[src/rtl/pulse_shaper.sv]
module pulse_shaper #(
  parameter int SCALE_W = 8,
  parameter int PER_W   = 8
) (
  input  logic               clk,
  input  logic               rst,
  input  logic               en,
  input  logic [SCALE_W-1:0] scale_cfg,
  input  logic [PER_W-1:0]   period_cfg,
  input  logic [PER_W-1:0]   rise_cfg,
  input  logic [PER_W-1:0]   fall_cfg,
  output logic               wave_out
);
  localparam logic [SCALE_W-1:0] SCALE_ONE = {{(SCALE_W-1){1'b0}}, 1'b1};
  localparam logic [PER_W-1:0]   PER_ONE   = {{(PER_W-1){1'b0}}, 1'b1};

  logic [SCALE_W-1:0] scale_q, pre_q;
  logic [PER_W-1:0]   per_q, rise_q, fall_q, ph_q;

  wire [SCALE_W-1:0] pre_last = (scale_q == '0) ? '0 : scale_q - SCALE_ONE;
  wire [PER_W-1:0]   ph_last  = (per_q == '0) ? '0 : per_q - PER_ONE;
  wire               tick     = en && (pre_q == pre_last);
  wire               wrap     = tick && (ph_q == ph_last);

  always_ff @(posedge clk) begin
    if (rst) begin
      scale_q  <= scale_cfg;
      per_q    <= period_cfg;
      rise_q   <= rise_cfg;
      fall_q   <= fall_cfg;
      pre_q    <= '0;
      ph_q     <= '0;
      wave_out <= 1'b0;
    end else begin
      if (en) pre_q <= tick ? '0 : pre_q + SCALE_ONE;
      if (tick) begin
        ph_q <= wrap ? '0 : ph_q + PER_ONE;
        if (ph_q == fall_q)      wave_out <= 1'b0;
        else if (ph_q == rise_q) wave_out <= 1'b1;
      end
      if (wrap) begin
        scale_q <= scale_cfg;
        per_q   <= period_cfg;
        rise_q  <= rise_cfg;
        fall_q  <= fall_cfg;
      end
    end
  end


  reset_clear_chk: assert property (@(posedge clk) rst |=> !wave_out && ph_q == '0 && pre_q == '0);


  phase_range_chk: assert property (@(posedge clk) disable iff (rst) ph_q <= ph_last);


  wrap_zero_chk: assert property (@(posedge clk) disable iff (rst) wrap |=> ph_q == '0);


  rise_set_chk: assert property (@(posedge clk) disable iff (rst)
    tick && ph_q == rise_q && ph_q != fall_q |=> wave_out);


  fall_clear_chk: assert property (@(posedge clk) disable iff (rst)
    tick && ph_q == fall_q |=> !wave_out);


  idle_hold_chk: assert property (@(posedge clk) disable iff (rst) !tick |=> $stable(wave_out));


  freeze_chk: assert property (@(posedge clk) disable iff (rst)
    !en |=> $stable(pre_q) && $stable(ph_q));


  cfg_hold_chk: assert property (@(posedge clk) disable iff (rst)
    !wrap |=> $stable(per_q) && $stable(rise_q) && $stable(fall_q) && $stable(scale_q));
endmodule

[config.mk]
export PLATFORM = sky130hd
export DESIGN_NAME = pulse_shaper
export DESIGN_NICKNAME = d
export VERILOG_FILES = /design/src/rtl/pulse_shaper.sv
export SDC_FILE = /design/constraint.sdc
export NUM_CORES = 1
export LEC_CHECK = 0
export BUFFER_PORTS_ARGS = -buffer_cell sky130_fd_sc_hd__clkbuf_2
export CAP_MARGIN = 20
export CORE_ASPECT_RATIO = 1.75
export CORE_MARGIN = 2
export CORE_UTILIZATION = 40
export CTS_BUF_LIST = sky130_fd_sc_hd__clkbuf_8
export DETAILED_ROUTE_END_ITERATION = 8
export SYNTH_ARGS = -nofsm -noshare
export SYNTH_HDL_FRONTEND = slang
export SYNTH_SLANG_ARGS = --single-unit
[constraint.sdc]
create_clock -name clk -period 4 [get_ports clk]
set_input_delay 0.2 -clock clk [delete_from_list [all_inputs] [get_ports clk]]
set_output_delay 0.2 -clock clk [all_outputs]
set_load 0.005 [all_outputs]
==> summary.md <==
| Metric | Value |
|---|---|
| Effective utilization at floorplan | `41.46%` |
| Post-synth EDFFs | `32` |
| # H-tree levels | `2` |
| Antenna violations before repair | `0` |
| Unique masters post-synth | `51` |
| Inserted Diodes | `0` |
| Most common cell after layout, fill and taps aside | `clkbuf_2` |
| Main combinational cell family by area after synthesis | `simple AND/OR/NAND/NOR gates` |
| Die ar. | `7141 sq um` |
| CP startpoint kind | `flip-flop` |
| Ys Warns | `0` |
| DR iter-0 viols | `80` |
| Skew final | `0.005095 ns` |
| Largest net degree at the start of global routing | `22` |
| Drt wl/cell | `14.30 um` |
| CTS buffer count | `5` |
| Setup crit start | `scale_q[0]$_DFFE_PP_` |
| Fin Hold WS | `0.07422 ns` |
| Post-CTS Repair Setup Buffers | `0` |
| Final period utilization | `85.14%` |
| Min Tclk post-route | `3.405 ns` |
| Reg power frac | `57.4%` |
| Critical path fanouts, max | `21` |
| Vias per inst | `5.420` |
| Top library cells by usage in the layout, fill and taps aside | `clkbuf_2, edfxtp_1, xor2_1` |
| GRT Residual Overflow | `0` |
| Vias in the first global route | `1905` |
| Root Driver | `clkbuf_8` |
| Clk sinks | `49` |
| Reg2reg setup slack | `0.59 ns` |
| Synthesized instance count | `244` |
| Worst reg2reg path depth | `9` |
| Synth Area in Compound Gates | `10.51%` |
| Internal cell power | `0.0008100 W` |
| NumNets Final | `313` |
| Worst skew pair latency | `0.29 ns` |
| # DRC | `0` |
| Part of the power in the clock network | `32.5%` |
| Max Clk Rate | `293.6 MHz` |
| Worst Path Required | `3.98 ns` |
| Critical path endpoint | `rise_q[3]$_DFFE_PP_` |
| Min-delay worst type | `in2reg` |
| Share of cells above drive strength 1 | `17.09%` |
| Synth Area in Adders | `1.938%` |
| Synth top area share | `37.21%` |
| Worst EP arrival | `3.39 ns` |
| Seq/Total Area, Yosys | `50.39%` |
| Synth Area per Inst | `10.58 sq um` |
| RSZ-0062 raised after global routing | `false` |
| Synthesized area | `2582 sq um` |
| Combinational Power Share | `10.1%` |
| R2R Path Start | `scale_q[0]$_DFFE_PP_` |
| Design Power | `0.001047 W` |
| Dominant cells by area after synthesis | `edfxtp_1, dfxtp_1, xor2_1` |
| Switch share | `22.60%` |
| Layout Utilization | `47.03%` |
| Final RePlAce weighted congestion | `0.8108` |
| Fillers | `600` |
| Prevailing post-synth register cell | `edfxtp_1` |
| Slew margin rel. | `55.66%` |
| Setup TNS Final | `0 ns` |
| First-pass GRT wire length | `8.369 mm` |
| R2R Path End | `rise_q[3]$_DFFE_PP_` |
| Synth-to-layout area growth | `13.42%` |
| XOR/XNOR Fraction of Synth Area | `13.23%` |
| Register bit total from synthesis | `49` |
| Mux cell area share after synthesis | `0.4360%` |
| Clock tree buffer depth | `2` |
| Area leader, netlist | `edfxtp_1` |
| Worst-Margin Slew | `0.6634 ns` |
| Crit. End Element | `flip-flop` |
| DRT Pass-1 Iters | `4` |
| Post-synth ARST share | `0%` |
| Die Y | `110.3 um` |
| Peak supply drop | `0.2532 mV` |
| Tot GR Track Use | `15.20%` |
| WS Path Type | `reg2reg` |
| CTS tree | `done` |
| Final ANT Viol Nets | `0` |
| IO Pins | `36` |
| Psw | `0.0002365 W` |
| Pwr per Cell Area | `357.3 nW/um^2` |
| CTS resizes | `0` |
| Simple-gate share of the synthesized area | `20.20%` |
| P_leak | `1.102 nW` |
| Outcome | `complete, no violations` |
| Chip width | `64.74 um` |
| Routed Wire Length | `5.076 mm` |
| Max Cap Viol | `0` |
| PortBufs | `35` |
| Final Max Tran Viols | `0` |
| Via total after detailed routing | `1924` |
| Final hold violations | `0` |
| DP HPWL | `3.898 mm` |
| Clock slew at reported path FFs | `0.09 ns` |
| Hold_buf cts | `0` |
| Count of final setup violators | `0` |
| Core Footprint | `6228 sq um` |
| Num rows | `38` |
| Post-Syn Nets | `283` |
how the worst min path moves through the flow:
stage | from | endpoint | slack, ns | cells past startpoint
after global placement | period_cfg[5] | per_q[5]$_DFFE_PP_ | 0.38 | 1
after CTS | fall_cfg[2] | fall_q[2]$_DFFE_PP_ | 0.07 | 1
after detailed placement | rise_cfg[3] | rise_q[3]$_DFFE_PP_ | 0.38 | 1
final | fall_cfg[2] | fall_q[2]$_DFFE_PP_ | 0.07 | 1
after floorplan | rst | ph_q[1]$_SDFFE_PP0N_ | 0.27 | 1
after global routing | rise_cfg[6] | rise_q[6]$_DFFE_PP_ | 0.06 | 1
power by group through the flow:
stage | combinational, W | clock, W | sequential (W)
final | 0.000106 | 0.000340 | 0.000601
after global routing | 0.000118 | 0.000374 | 0.000605
after CTS | 0.000106 | 0.000352 | 0.000600
after detailed placement | 0.000105 | 0 | 0.000612
after global placement | 0.000104 | 0 | 0.000612
after floorplan | 0.0000815 | 0 | 0.000598
worst max-delay path: stages (launching register included):
cell,delay (ns)
edfxtp_1,0.45
inv_1,0.12
ha_1,0.21
nor4b_2,0.57
nor4_1,0.15
or3_1,0.37
a221o_1,0.43
nor2_1,0.35
a21o_1,0.18
buf_4,0.26
metrics by stage:
step / setup WS [ns] / instances / instance area, sq um
finish: 0.5945 / 355 / 2929
global route: 0.3030 / 355 / 2929
CTS: 0.6325 / 355 / 2929
detailed placement: 0.6403 / 347 / 2818
global placement: 0.7032 / 347 / 2818
floorplan: 0.5432 / 244 / 2582
layout make-up:
| cell class | instances | area [sq um] | area share (%) |
|---|---|---|---|
| Clock buffer | 5 | 68.82 | 2.349 |
| Clock inverter | 3 | 42.54 | 1.452 |
| Inverter | 8 | 30.03 | 1.025 |
| Multi-Input combinational cell | 173 | 1196 | 40.84 |
| Sequential cell | 49 | 1301 | 44.43 |
| Tap cell | 80 | 100.1 | 3.417 |
| Timing Repair Buffer | 37 | 190.2 | 6.493 |
cells by family after synthesis:
logic type / after synthesis
simple gates: 90
flops: 49
compound gates: 39
xor+xnor: 39
buf+inv: 22
fa+ha+maj: 4
mux: 1
synthesized netlist by cell type (5+ instances only):
master and n:
a21oi_1 10, clkbuf_1 12, dfxtp_1 17, edfxtp_1 32, inv_1 8, nand2_1 10
nand2b_1 7, nand3_1 6, nor2_1 16, nor3_1 7, nor4_1 8, o21ai_0 5
or3_1 6, xnor2_1 13, xor2_1 26
flip-flops by register name, indices dropped and copies added (netlist names):
signal and flops:
fall_q 8, per_q 8, ph_q 8, pre_q 8, rise_q 8, scale_q 8, wave_out 1
routing by layer:
metal	routed length, um	global-route usage (%)	vias up
met3	149	3.046	13
met4	165	5.927	0
met5	0	0	-
li1	-	-	957
met1	1878	15.30	915
met2	2882	29.82	39
No activity file was read; power rests on OpenSTA's default activity.
